--- config.mk ---
export PLATFORM = sky130hd
export DESIGN_NAME = spr_dma_engine
export DESIGN_NICKNAME = d
export VERILOG_FILES = /design/src/rtl/spr_dma_pkg.sv /design/src/rtl/spr_dma_page_gate.sv /design/src/rtl/spr_dma_rd_seq.sv /design/src/rtl/spr_dma_wr_stage.sv /design/src/rtl/spr_dma_engine.sv
export SDC_FILE = /design/constraint.sdc
export NUM_CORES = 1
export LEC_CHECK = 0
export ABC_AREA = 1
export BUFFER_PORTS_ARGS = -buffer_cell sky130_fd_sc_hd__buf_2
export CAP_MARGIN = 15
export CORE_MARGIN = 1.5
export CORE_UTILIZATION = 25
export DETAILED_ROUTE_END_ITERATION = 16
export PLACE_DENSITY = 0.59
export REMOVE_ABC_BUFFERS = 1
export SETUP_SLACK_MARGIN = 0.05
export SKIP_LAST_GASP = 1
export SLEW_MARGIN = 20
export SYNTH_ARGS = -nofsm -noshare
export SYNTH_HDL_FRONTEND = slang
export SYNTH_HIERARCHICAL = 1
export SYNTH_SLANG_ARGS = --single-unit
--- constraint.sdc ---
create_clock -name clk -period 1.8 [get_ports clk]
set_clock_uncertainty 0.05 [all_clocks]
set_input_delay 0.36 -clock clk [delete_from_list [all_inputs] [get_ports clk]]
set_output_delay 0.36 -clock clk [all_outputs]
set_load 0.01 [all_outputs]
--- src/rtl/spr_dma_pkg.sv ---
// Shared types and helpers for the sprite attribute DMA engine.
// Assumes: 16-bit system addresses, byte-wide data.
package spr_dma_pkg;

    typedef logic [7:0]  byte_t;
    typedef logic [15:0] addr_t;

    // True when a page number falls inside the accepted source window.
    function automatic logic page_in_window(input byte_t page, input byte_t lo, input byte_t hi);
        return (page >= lo) && (page <= hi);
    endfunction

endpackage

--- src/rtl/spr_dma_page_gate.sv ---
// Start qualifier: turns a CPU write of a page number into a start pulse,
// but only when the page lies inside the source window.
// Assumes: start_wr is a single-cycle strobe from the CPU register decode.
module spr_dma_page_gate
    import spr_dma_pkg::*;
#(
    parameter byte_t PAGE_MIN = 8'h80,
    parameter byte_t PAGE_MAX = 8'hDF
) (
    input  logic  start_wr,
    input  byte_t start_page,
    output logic  start_ok
);

    // Accept the write only for pages inside the window.
    always_comb begin
        start_ok = start_wr && page_in_window(start_page, PAGE_MIN, PAGE_MAX);
    end

endmodule

--- src/rtl/spr_dma_rd_seq.sv ---
// Read sequencer: holds the latched source page and steps a byte index
// from 0 to XFER_LEN-1, one read per cycle. A start restarts it at 0.
// Assumes: the source bus accepts a read every cycle.
module spr_dma_rd_seq
    import spr_dma_pkg::*;
#(
    parameter int XFER_LEN = 160,
    parameter int IDX_W    = $clog2(XFER_LEN)
) (
    input  logic             clk,
    input  logic             rst_n,
    input  logic             start,
    input  byte_t            page_in,
    output logic             rd_act,
    output logic [IDX_W-1:0] rd_idx,
    output byte_t            page
);

    localparam logic [IDX_W-1:0] LAST_IDX = IDX_W'(XFER_LEN - 1);

    // Latch page on start, then advance the index until the last byte.
    always_ff @(posedge clk) begin
        if (!rst_n) begin
            rd_act <= 1'b0;
            rd_idx <= '0;
            page   <= '0;
        end else if (start) begin
            rd_act <= 1'b1;
            rd_idx <= '0;
            page   <= page_in;
        end else if (rd_act) begin
            if (rd_idx == LAST_IDX) begin
                rd_act <= 1'b0;
            end else begin
                rd_idx <= rd_idx + 1'b1;
            end
        end
    end

endmodule

--- src/rtl/spr_dma_wr_stage.sv ---
// Write stage: delays the read index by one cycle to line up with the
// returned read data. A flush drops the byte in flight.
// Assumes: source read latency is exactly one cycle.
module spr_dma_wr_stage #(
    parameter int IDX_W = 8
) (
    input  logic             clk,
    input  logic             rst_n,
    input  logic             flush,
    input  logic             rd_act,
    input  logic [IDX_W-1:0] rd_idx,
    output logic             wr_vld,
    output logic [IDX_W-1:0] wr_idx
);

    // Track the read issued last cycle; discard it on a restart.
    always_ff @(posedge clk) begin
        if (!rst_n) begin
            wr_vld <= 1'b0;
            wr_idx <= '0;
        end else begin
            wr_vld <= rd_act && !flush;
            wr_idx <= rd_idx;
        end
    end

endmodule

--- src/rtl/spr_dma_engine.sv ---
// Sprite attribute DMA engine top. A CPU write of a source page starts a
// copy of N_ENTRIES*ENTRY_BYTES bytes from {page, 8'h00} to DST_BASE, one
// byte per clock, read and write pipelined one cycle apart.
// Assumes: src_rdata is valid the cycle after src_req; the attribute memory
// takes a write every cycle.
module spr_dma_engine
    import spr_dma_pkg::*;
#(
    parameter int    N_ENTRIES   = 40,
    parameter int    ENTRY_BYTES = 4,
    parameter byte_t PAGE_MIN    = 8'h80,
    parameter byte_t PAGE_MAX    = 8'hDF,
    parameter addr_t DST_BASE    = 16'hFE00
) (
    input  logic        clk,
    input  logic        rst_n,
    input  logic        start_wr,
    input  logic [7:0]  start_page,
    output logic        busy,
    output logic        src_req,
    output logic [15:0] src_addr,
    input  logic [7:0]  src_rdata,
    output logic        oam_we,
    output logic [15:0] oam_addr,
    output logic [7:0]  oam_wdata
);

    localparam int XFER_LEN = N_ENTRIES * ENTRY_BYTES;
    localparam int IDX_W    = $clog2(XFER_LEN);

    logic             start_ok;
    logic             rd_act;
    logic [IDX_W-1:0] rd_idx;
    byte_t            page_q;
    logic             wr_vld;
    logic [IDX_W-1:0] wr_idx;

    spr_dma_page_gate #(
        .PAGE_MIN (PAGE_MIN),
        .PAGE_MAX (PAGE_MAX)
    ) u_gate (
        .start_wr   (start_wr),
        .start_page (start_page),
        .start_ok   (start_ok)
    );

    spr_dma_rd_seq #(
        .XFER_LEN (XFER_LEN),
        .IDX_W    (IDX_W)
    ) u_rd (
        .clk     (clk),
        .rst_n   (rst_n),
        .start   (start_ok),
        .page_in (start_page),
        .rd_act  (rd_act),
        .rd_idx  (rd_idx),
        .page    (page_q)
    );

    spr_dma_wr_stage #(
        .IDX_W (IDX_W)
    ) u_wr (
        .clk    (clk),
        .rst_n  (rst_n),
        .flush  (start_ok),
        .rd_act (rd_act),
        .rd_idx (rd_idx),
        .wr_vld (wr_vld),
        .wr_idx (wr_idx)
    );

    // Drive both bus sides from the sequencer and write stage.
    always_comb begin
        src_req   = rd_act;
        src_addr  = {page_q, 8'h00} + 16'(rd_idx);
        oam_we    = wr_vld;
        oam_addr  = DST_BASE + 16'(wr_idx);
        oam_wdata = src_rdata;
        busy      = rd_act || wr_vld;
    end

endmodule

# Yosys cells after proc, flatten, opt, wreduce, memory -nomap -nowiden
# Cells that the tools add are included.
# W data, S select, Z words.
# op_classes
addsub	3
order_cmp	2
n_eq_ne	1
mux	3
bitwise	2
reduce_logical	7
# op_table
cell	count
$add A16 B8 Y16	1
$add A10 B9 Y11 const A	1
$add A8 B1 Y8 const B	1
$eq A8 B8 Y1 const B	1
$ge A8 B8 Y1 const B	1
$le A8 B8 Y1 const B	1
$logic_and A1 B1 Y1	3
$mux W1	3
$not A1 Y1	2
$reduce_and A2 Y1	1
$reduce_or A2 Y1	1
$logic_not A1 Y1	1
$logic_or A1 B1 Y1	1
# totals
register_bits	26
output_inout_bits	43
wordCells	23

# Depth between registers and ports, before layout
# Gate-level depths: netlist of the first run.
# logic_depth
word_depth	5
depth_mapped	8

# Modules after synthesis
# The synthesis of the first run kept the hierarchy.
# modules_own_cells
module	instances	cells_per_inst	area_per_inst_um2	seq_area_each_um2
spr_dma_rd_seq	1	108	764.5	340.3
spr_dma_wr_stage	1	28	264.0	180.2
spr_dma_engine	1	21	138.9	0.0
spr_dma_page_gate	1	4	17.5	0.0

# Worst setup path before layout of the first run
# OpenSTA, ideal clock, no wires.
# synth_path
path_kind	register to register
start	register u_rd.rd_idx[1]
end	register u_rd.rd_idx[6]
setup_ps	113
t_arrival_ps	1164
path_slack_ps	473
path_stages_with_launch	9
path_buffers	0
path_cell_list	dfxtp_1 > ha_1 > nand2_2 > nor2_4 > nand2_4 > nand3_1 > nand2_1 > nand2_1 > nor2_1
# synth_via
elab_chain_len	3
elab_cells_between_ends	4
classes_between	add/sub (1); eq/ne (1); bitwise (1); reduce/logical (1)
# synth_lines
item	line	text
start: declaration	spr_dma_rd_seq.sv:15	output logic [IDX_W-1:0] rd_idx,
start signal: assignment	spr_dma_rd_seq.sv:35	rd_idx <= rd_idx + 1'b1;
branches (longest 3 deep; another with $add A8 B1 Y8)	n/a	
# Parallel ways; which one is timed is not known.
# A chain may end at the register's enable or synchronous reset.

# Final worst setup path of the first run
# layout_path
start	register u_rd.rd_act
end	output port busy
# layout_via
elab_chain_len	1
# layout_lines
item	line	text
start: declaration	spr_dma_rd_seq.sv:14	output logic rd_act,
start signal: assignment	spr_dma_rd_seq.sv:24	rd_act <= 1'b0;
start signal: assignment	spr_dma_rd_seq.sv:28	rd_act <= 1'b1;
start signal: assignment	spr_dma_rd_seq.sv:33	rd_act <= 1'b0;
$logic_or A1 B1 Y1	spr_dma_engine.sv:79	busy = rd_act || wr_vld;
end: declaration	spr_dma_engine.sv:19	output logic busy,
# No other way between the ends.

==> results of run 1 <==
==> worst paths after layout <==
path,startpoint,endpoint,slack [ns]
max reg2reg,u_rd/rd_idx[0],u_rd/rd_idx[3],0.34
min reg2reg,u_rd/rd_idx[6],u_wr/wr_idx[6],0.42
min,start_page[4],u_rd/page[4],0.26
max,u_rd/rd_act,busy,0.30
==> state kept, by name (all words and copies together), names as in the netlist <==
signal and cells:
u_rd/page 8, u_rd/rd_act 1, u_wr/wr_vld 1, u_wr/wr_idx 8, u_rd/rd_idx 8
==> tightest hold or removal path, delay by kind of cell <==
kind,cells,cell delay (ns)
AND/OR/NAND/NOR,2,0.11
buffers and inverters,1,0.08
==> stage by stage <==
stage,total power [mW],hold slack (ns),util
CTS,1.102,0.2599,0.3131
detailed placement,0.7264,0.4189,0.3007
global placement,0.7264,0.4195,0.3007
finish,1.085,0.2601,0.3131
floorplan,0.6748,0.4035,-
global route,1.137,0.2702,0.3131
==> synthesized netlist by cell type <==
master / n / share of area
nand2_1: 30 / 0.095
nor2_1: 28 / 0.089
dfxtp_1: 26 / 0.44
inv_1: 21 / 0.067
buf_4: 16 / 0.10
o21ai_0: 10 / 0.042
a21oi_1: 6 / 0.025
nand3_1: 6 / 0.025
nor2_2: 3 / 0.016
xor2_1: 3 / 0.022
conb_1: 2 / 0.0063
nand2_2: 2 / 0.011
nand2_4: 2 / 0.019
buf_2: 1 / 0.0042
buf_6: 1 / 0.0095
clkinv_1: 1 / 0.0032
ha_1: 1 / 0.011
nand4_1: 1 / 0.0053
nor2_4: 1 / 0.0095
==> routing by layer <==
layer	vias to the layer above	routed length, um	track usage
li1	523	-	-
met1	426	1094	0.1125
met2	41	1082	0.1615
met3	5	179	0.04079
met4	0	46	0.05031
met5	-	0	0
==> kinds of logic after synthesis <==
group / after synthesis / synth area share
flops: 26 / 0.4393
other cells: 2 / 0.006338
compound gates: 16 / 0.06758
fa+ha+maj: 1 / 0.01056
xor+xnor: 3 / 0.02218
buf+inv: 40 / 0.1848
simple gates: 73 / 0.2693
==> power by group through the flow <==
stage	Clock, mW	Sequential (mW)	Combinational, mW
finish	0.374	0.608	0.103
floorplan	0	0.629	0.0462
CTS	0.388	0.609	0.105
global route	0.407	0.612	0.118
detailed placement	0	0.622	0.104
global placement	0	0.622	0.104
==> layout make-up <==
class	count	area, um^2	area share
Multi-Input combinational cell	101	467.9	0.3363
Tap cell	52	65.06	0.04676
Clock buffer	4	55.05	0.03957
Sequential cell	26	520.5	0.3741
Inverter	22	82.58	0.05935
Timing Repair Buffer	39	200.2	0.1439
==> flow_summary.json, run 1 <==
{
  "viasPerCell": 4.078,
  "die-height_um": 71.85,
  "worst-endpoint-arrival_ns": 1.09,
  "postCtsSetupRepairBufs": 0,
  "grt_antenna_before_repair": 0,
  "ys_seq_elements": 26,
  "first_global_vias": 914,
  "crit_path_cell_trace": "inv_1 > nand2_1 > buf_2",
  "cap_violations": 0,
  "power.sequential.fraction": 0.560,
  "layout_commonest_cell": "buf_2",
  "hold_path_class": "in2reg",
  "wire_length_of_the_first_global_routing_pass_um": 3995,
  "fp.dieArea_um2": 5162,
  "max_freq_mhz": 667.6,
  "vias": 995,
  "outcome": "complete, no violations",
  "timing_hold_violations_final": 0,
  "n_fill_cell": 500,
  "final_layout_size_suffix_gt1_frac": 0.2656,
  "clock_power_share": 0.344,
  "cts-buffers-inserted": 3,
  "cell_depth_of_the_worst_hold_path": 3,
  "clock_latency_ns": 0.27,
  "cellInternalPower_mw": 0.8282,
  "cts_root_buffer": "clkbuf_8",
  "vdd.ir_drop.worst_v": 0.0002509,
  "path_depth": 3,
  "p_leak_nw": 0.7661,
  "syn_avg_cell_area_um2": 7.360,
  "reg2regPathDepth": 6,
  "finalSetupViolations": 0,
  "period_needed_ns": 1.498,
  "path_class": "reg2out",
  "power_switching_mw": 0.2570,
  "switching_share": 0.2368,
  "cts_hold_buf": 0,
  "global_route.usage.total": 0.09962,
  "ctsResizeCount": 0,
  "layout-area-overhead-vs-synth_pct": 17.42,
  "place_congestion": 0.7664,
  "final_min_period_over_clock_period": 0.8322,
  "start_util": 0.2666,
  "finalWorstSetupSlack_ns": 0.3020,
  "cts.sinks": 26,
  "finalInstanceArea_um2": 1391,
  "finalWirelength_um": 2403,
  "design.portCount": 62,
  "port_buffers": 37,
  "critPathMaxStageDelay_ns": 0.55,
  "power.combinational.fraction": 0.095,
  "placed_area_um2": 1336,
  "seq_area_frac_synth": 0.4393,
  "grt_max_degree": 18,
  "pre_cts_ws_ns": 0.3467,
  "wl_per_cell_um": 9.848,
  "synthCells": 161,
  "cellPowerDensity_nw_per_um2": 780.0,
  "final_antenna_net_count": 0,
  "coreArea_um2": 4444,
  "setup_total_negative_slack_ns": 0,
  "final-instance-count-excl-fill": 244,
  "setup.worst_path.start_class": "flip-flop",
  "clk_pin_slew_worst_paths_ns": 0.08,
  "nets": 213,
  "drt_drc_violations_left": 0,
  "overflow_left_after_global_routing": 0,
  "rsz0062_at_grt": "no",
  "detail_route.first_pass.iterations": 6,
  "critical_path.max_fanout": 9,
  "synth.cell_area_um2": 1185,
  "yosys.cell_types.count": 19,
  "hpwl_um": 1824,
  "timing.critical_path.max_delay_family": "flip-flops",
  "cts_buffer_depth": 2,
  "drt-initial-drc-count": 50,
  "cpMaxStageDelayCell": "dfxtp_1",
  "yosysWarningCount": 6,
  "worst_ep_required_time_ns": 1.39,
  "placed_cells_incl_taps": 240,
  "final_max_slew_viol_count": 0,
  "n_antenna_cell": 0,
  "fp-row-count": 24,
  "critical_path.n_buffers_inverters": 2,
  "endpoint_kind": "output port",
  "cts.htree.levels": 1,
  "die-width_um": 71.85,
  "tritoncts_clock_tree": "done",
  "layout.cells.most_common_list": "buf_2, nand2_1, nor2_1, dfxtp_1, inv_1"
}
(Power assumes the default switching activity.)
==> run 2, diff against run 1 <==
--- a/config.mk
+++ b/config.mk
@@ -5,13 +5,13 @@
 export SDC_FILE = /design/constraint.sdc
 export NUM_CORES = 1
 export LEC_CHECK = 0
-export ABC_AREA = 1
+export ABC_AREA = 0
 export BUFFER_PORTS_ARGS = -buffer_cell sky130_fd_sc_hd__buf_2
 export CAP_MARGIN = 15
 export CORE_MARGIN = 1.5
 export CORE_UTILIZATION = 25
 export DETAILED_ROUTE_END_ITERATION = 16
-export PLACE_DENSITY = 0.59
+export PLACE_DENSITY = 0.6
 export REMOVE_ABC_BUFFERS = 1
 export SETUP_SLACK_MARGIN = 0.05
 export SKIP_LAST_GASP = 1
==> constraint.sdc (replaced) <==
create_clock -name clk -period 1.41 [get_ports clk]
set_clock_uncertainty 0.05 [all_clocks]
set_input_delay 0.282 -clock clk [delete_from_list [all_inputs] [get_ports clk]]
set_output_delay 0.282 -clock clk [all_outputs]
set_load 0.01 [all_outputs]
==> run 2 against run 1 <==
Net effect: die area fell by 2.7%; global-route usage fell by 0.56 points; cell count fell by 16%; synthesized cell count fell by 30%; critical endpoint is now u_rd/rd_idx[5]; largest power group unchanged.
==> flow_summary.json, run 2 <==
{
  "switching_share": 0.2340,
  "yosys.cell_types.count": 33,
  "synth-edff-count": 0,
  "hold_path_class": "in2reg",
  "pre_cts_ws_ns": -0.07148,
  "layout-area-overhead-vs-synth_pct": 27.28,
  "cts.htree.levels": 1,
  "cap_violations": 0,
  "cellInternalPower_mw": 1.009,
  "synth_top_cell_area_share": 0.4522,
  "endpoint_kind": "flip-flop",
  "path_class": "reg2reg",
  "synth_top_cells_by_area": "dfxtp_1, buf_4, mux2i_1",
  "finalWorstSetupSlack_ns": 0.02019,
  "critical_path.max_fanout": 4,
  "layout_commonest_cell": "buf_2",
  "ys_seq_elements": 26,
  "synth_most_common_cell": "dfxtp_1",
  "worst_ep_required_time_ns": 1.56,
  "setup_total_negative_slack_ns": 0,
  "drt-initial-drc-count": 52,
  "synth_top_cells_by_count": "dfxtp_1, buf_4, mux2i_1",
  "synth.cell_area_um2": 1151,
  "port_buffers": 37,
  "global_route.usage.total": 0.09397,
  "power.combinational.fraction": 0.107,
  "overflow_left_after_global_routing": 0,
  "cpMaxStageDelayCell": "or4_1",
  "outcome": "complete, no violations",
  "fin_worst_hold_slack_ns": 0.2249,
  "final_layout_size_suffix_gt1_frac": 0.4671,
  "rsz0062_at_grt": "yes",
  "coreArea_um2": 4384,
  "syn_avg_cell_area_um2": 10.19,
  "finalSetupViolations": 0,
  "design.portCount": 62,
  "p_leak_nw": 0.6512,
  "die-width_um": 70.86,
  "synthCells": 113,
  "n_antenna_cell": 0,
  "finalWirelength_um": 2441,
  "period_needed_ns": 1.390,
  "post-layout-total-power_mw": 1.317,
  "power.sequential.fraction": 0.577,
  "drt_drc_violations_left": 0,
  "start_util": 0.2626,
  "clock_power_share": 0.317,
  "vdd.ir_drop.worst_v": 0.0003372,
  "nets": 174,
  "max_freq_mhz": 719.5,
  "crit_path_cell_trace": "ha_4 > nor4bb_4 > or4_1 > a21oi_1",
  "fp.dieArea_um2": 5020,
  "layout.cells.most_common_list": "buf_2, dfxtp_1, mux2i_1, buf_4, nor2b_1",
  "placed_cells_incl_taps": 199,
  "vias": 863,
  "tritoncts_clock_tree": "done",
  "final-instance-count-excl-fill": 204,
  "wl_per_cell_um": 11.97,
  "hpwl_um": 1684,
  "ys_dominant_reg_cell": "dfxtp_1",
  "final_max_slew_viol_count": 0,
  "cts_root_buffer": "clkbuf_8",
  "wire_length_of_the_first_global_routing_pass_um": 3781,
  "power_switching_mw": 0.3081,
  "final_min_period_over_clock_period": 0.9857,
  "seq_area_frac_synth": 0.4522,
  "critPathMaxStageDelay_ns": 0.47,
  "grt_antenna_before_repair": 0,
  "fp-row-count": 24,
  "setup.worst_path.start_class": "flip-flop",
  "timing_hold_violations_final": 0,
  "cts_buffer_depth": 2,
  "viasPerCell": 4.230,
  "cellPowerDensity_nw_per_um2": 898.6,
  "asyncSetResetFlopFracSynth": 0,
  "worst-endpoint-arrival_ns": 1.54,
  "grt_max_degree": 14,
  "layout_top_registers": "u_rd/page: 8 flops, u_rd/rd_idx: 8 flops, u_wr/wr_idx: 8 flops",
  "clk_pin_slew_worst_paths_ns": 0.09,
  "yosysWarningCount": 6,
  "first_global_vias": 804,
  "cts_hold_buf": 0,
  "cts-buffers-inserted": 3,
  "die-height_um": 70.86,
  "detail_route.first_pass.iterations": 4,
  "clock_latency_ns": 0.27,
  "cts.sinks": 26,
  "post-synth-top-area-cell": "dfxtp_1",
  "place_congestion": 0.7863,
  "final_antenna_net_count": 0
}
[run 2: cell types whose count changed in the layout (fill, tap and decap cells not counted), sizes merged, moves of 3 or more]
cell / change
nor2b: +9
buf: +9
nor2: -32
and2: +9
o21ai: -9
mux2i: +10
xor2: -3
inv: -17
nand3: -4
nand2: -29
[run 2: path summary, 6_finish.rpt]
check / to / slack, ns / start / cells after the start
min: u_rd/page[2] / 0.22 / start_page[2] / 3
max reg2reg: u_rd/rd_idx[5] / 0.02 / u_rd/rd_idx[0] / 4
min reg2reg: u_rd/rd_idx[7] / 0.46 / u_rd/rd_idx[7] / 2
max: u_rd/rd_idx[5] / 0.02 / u_rd/rd_idx[0] / 4
[run 2: logic make-up after synthesis]
kind of cell               synth area share
and+or+nand+nor                      0.2326
DFF                                  0.4522
buffers and inverters                0.1304
AOI/OAI and AO/OA                   0.08044
muxes                               0.08696
other                              0.006524
adders and majority gates           0.01087
[run 2: what timing repair did]
action | CTS | global route
resized for setup | 8 | 3
pin swaps | 2 | 2
setup buffers | 1 | 1
setup endpoints to repair | 7 | 9
[run 2: critical path, delay by kind of cell, from the launching register on]
family | cells | cell delay [ns]
AND/OR/NAND/NOR | 2 | 0.64
adder cells (fa/ha/maj) | 1 | 0.16
AO/OA/AOI/OAI | 1 | 0.13
flip-flops | 1 | 0.35
[run 2: final cells by class]
class,instances,area (um^2)
Inverter,4,15.01
Multi-Input combinational cell,71,530.5
Clock buffer,3,41.29
Sequential cell,26,529.3
Fill cell,447,2919
Tap cell,52,65.06
Timing Repair Buffer,48,284.0
[run 2: metal layers]
metal,GRT usage,vias up,wire length [um]
li1,-,438,-
met3,0.03989,2,179
met2,0.1495,36,1098
met1,0.1129,387,1150
met4,0.03564,0,12
met5,0,-,0
[run 2: metrics by stage]
step	area (um^2)	util
5_1_grt	1465	0.3342
4_1_cts	1446	0.3299
2_1_floorplan	1039	-
3_3_place_gp	1369	0.3122
3_5_place_dp	1369	0.3122
6_report	1465	0.3342
[run 2: power by group through the flow]
| stage | Clock [mW] | Combinational (mW) | Sequential [mW] |
|---|---|---|---|
| after global placement | 0 | 0.130 | 0.778 |
| after CTS | 0.438 | 0.140 | 0.759 |
| after detailed placement | 0 | 0.132 | 0.777 |
| after global routing | 0.462 | 0.155 | 0.762 |
| after floorplan | 0 | 0.0568 | 0.787 |
| final | 0.417 | 0.141 | 0.759 |
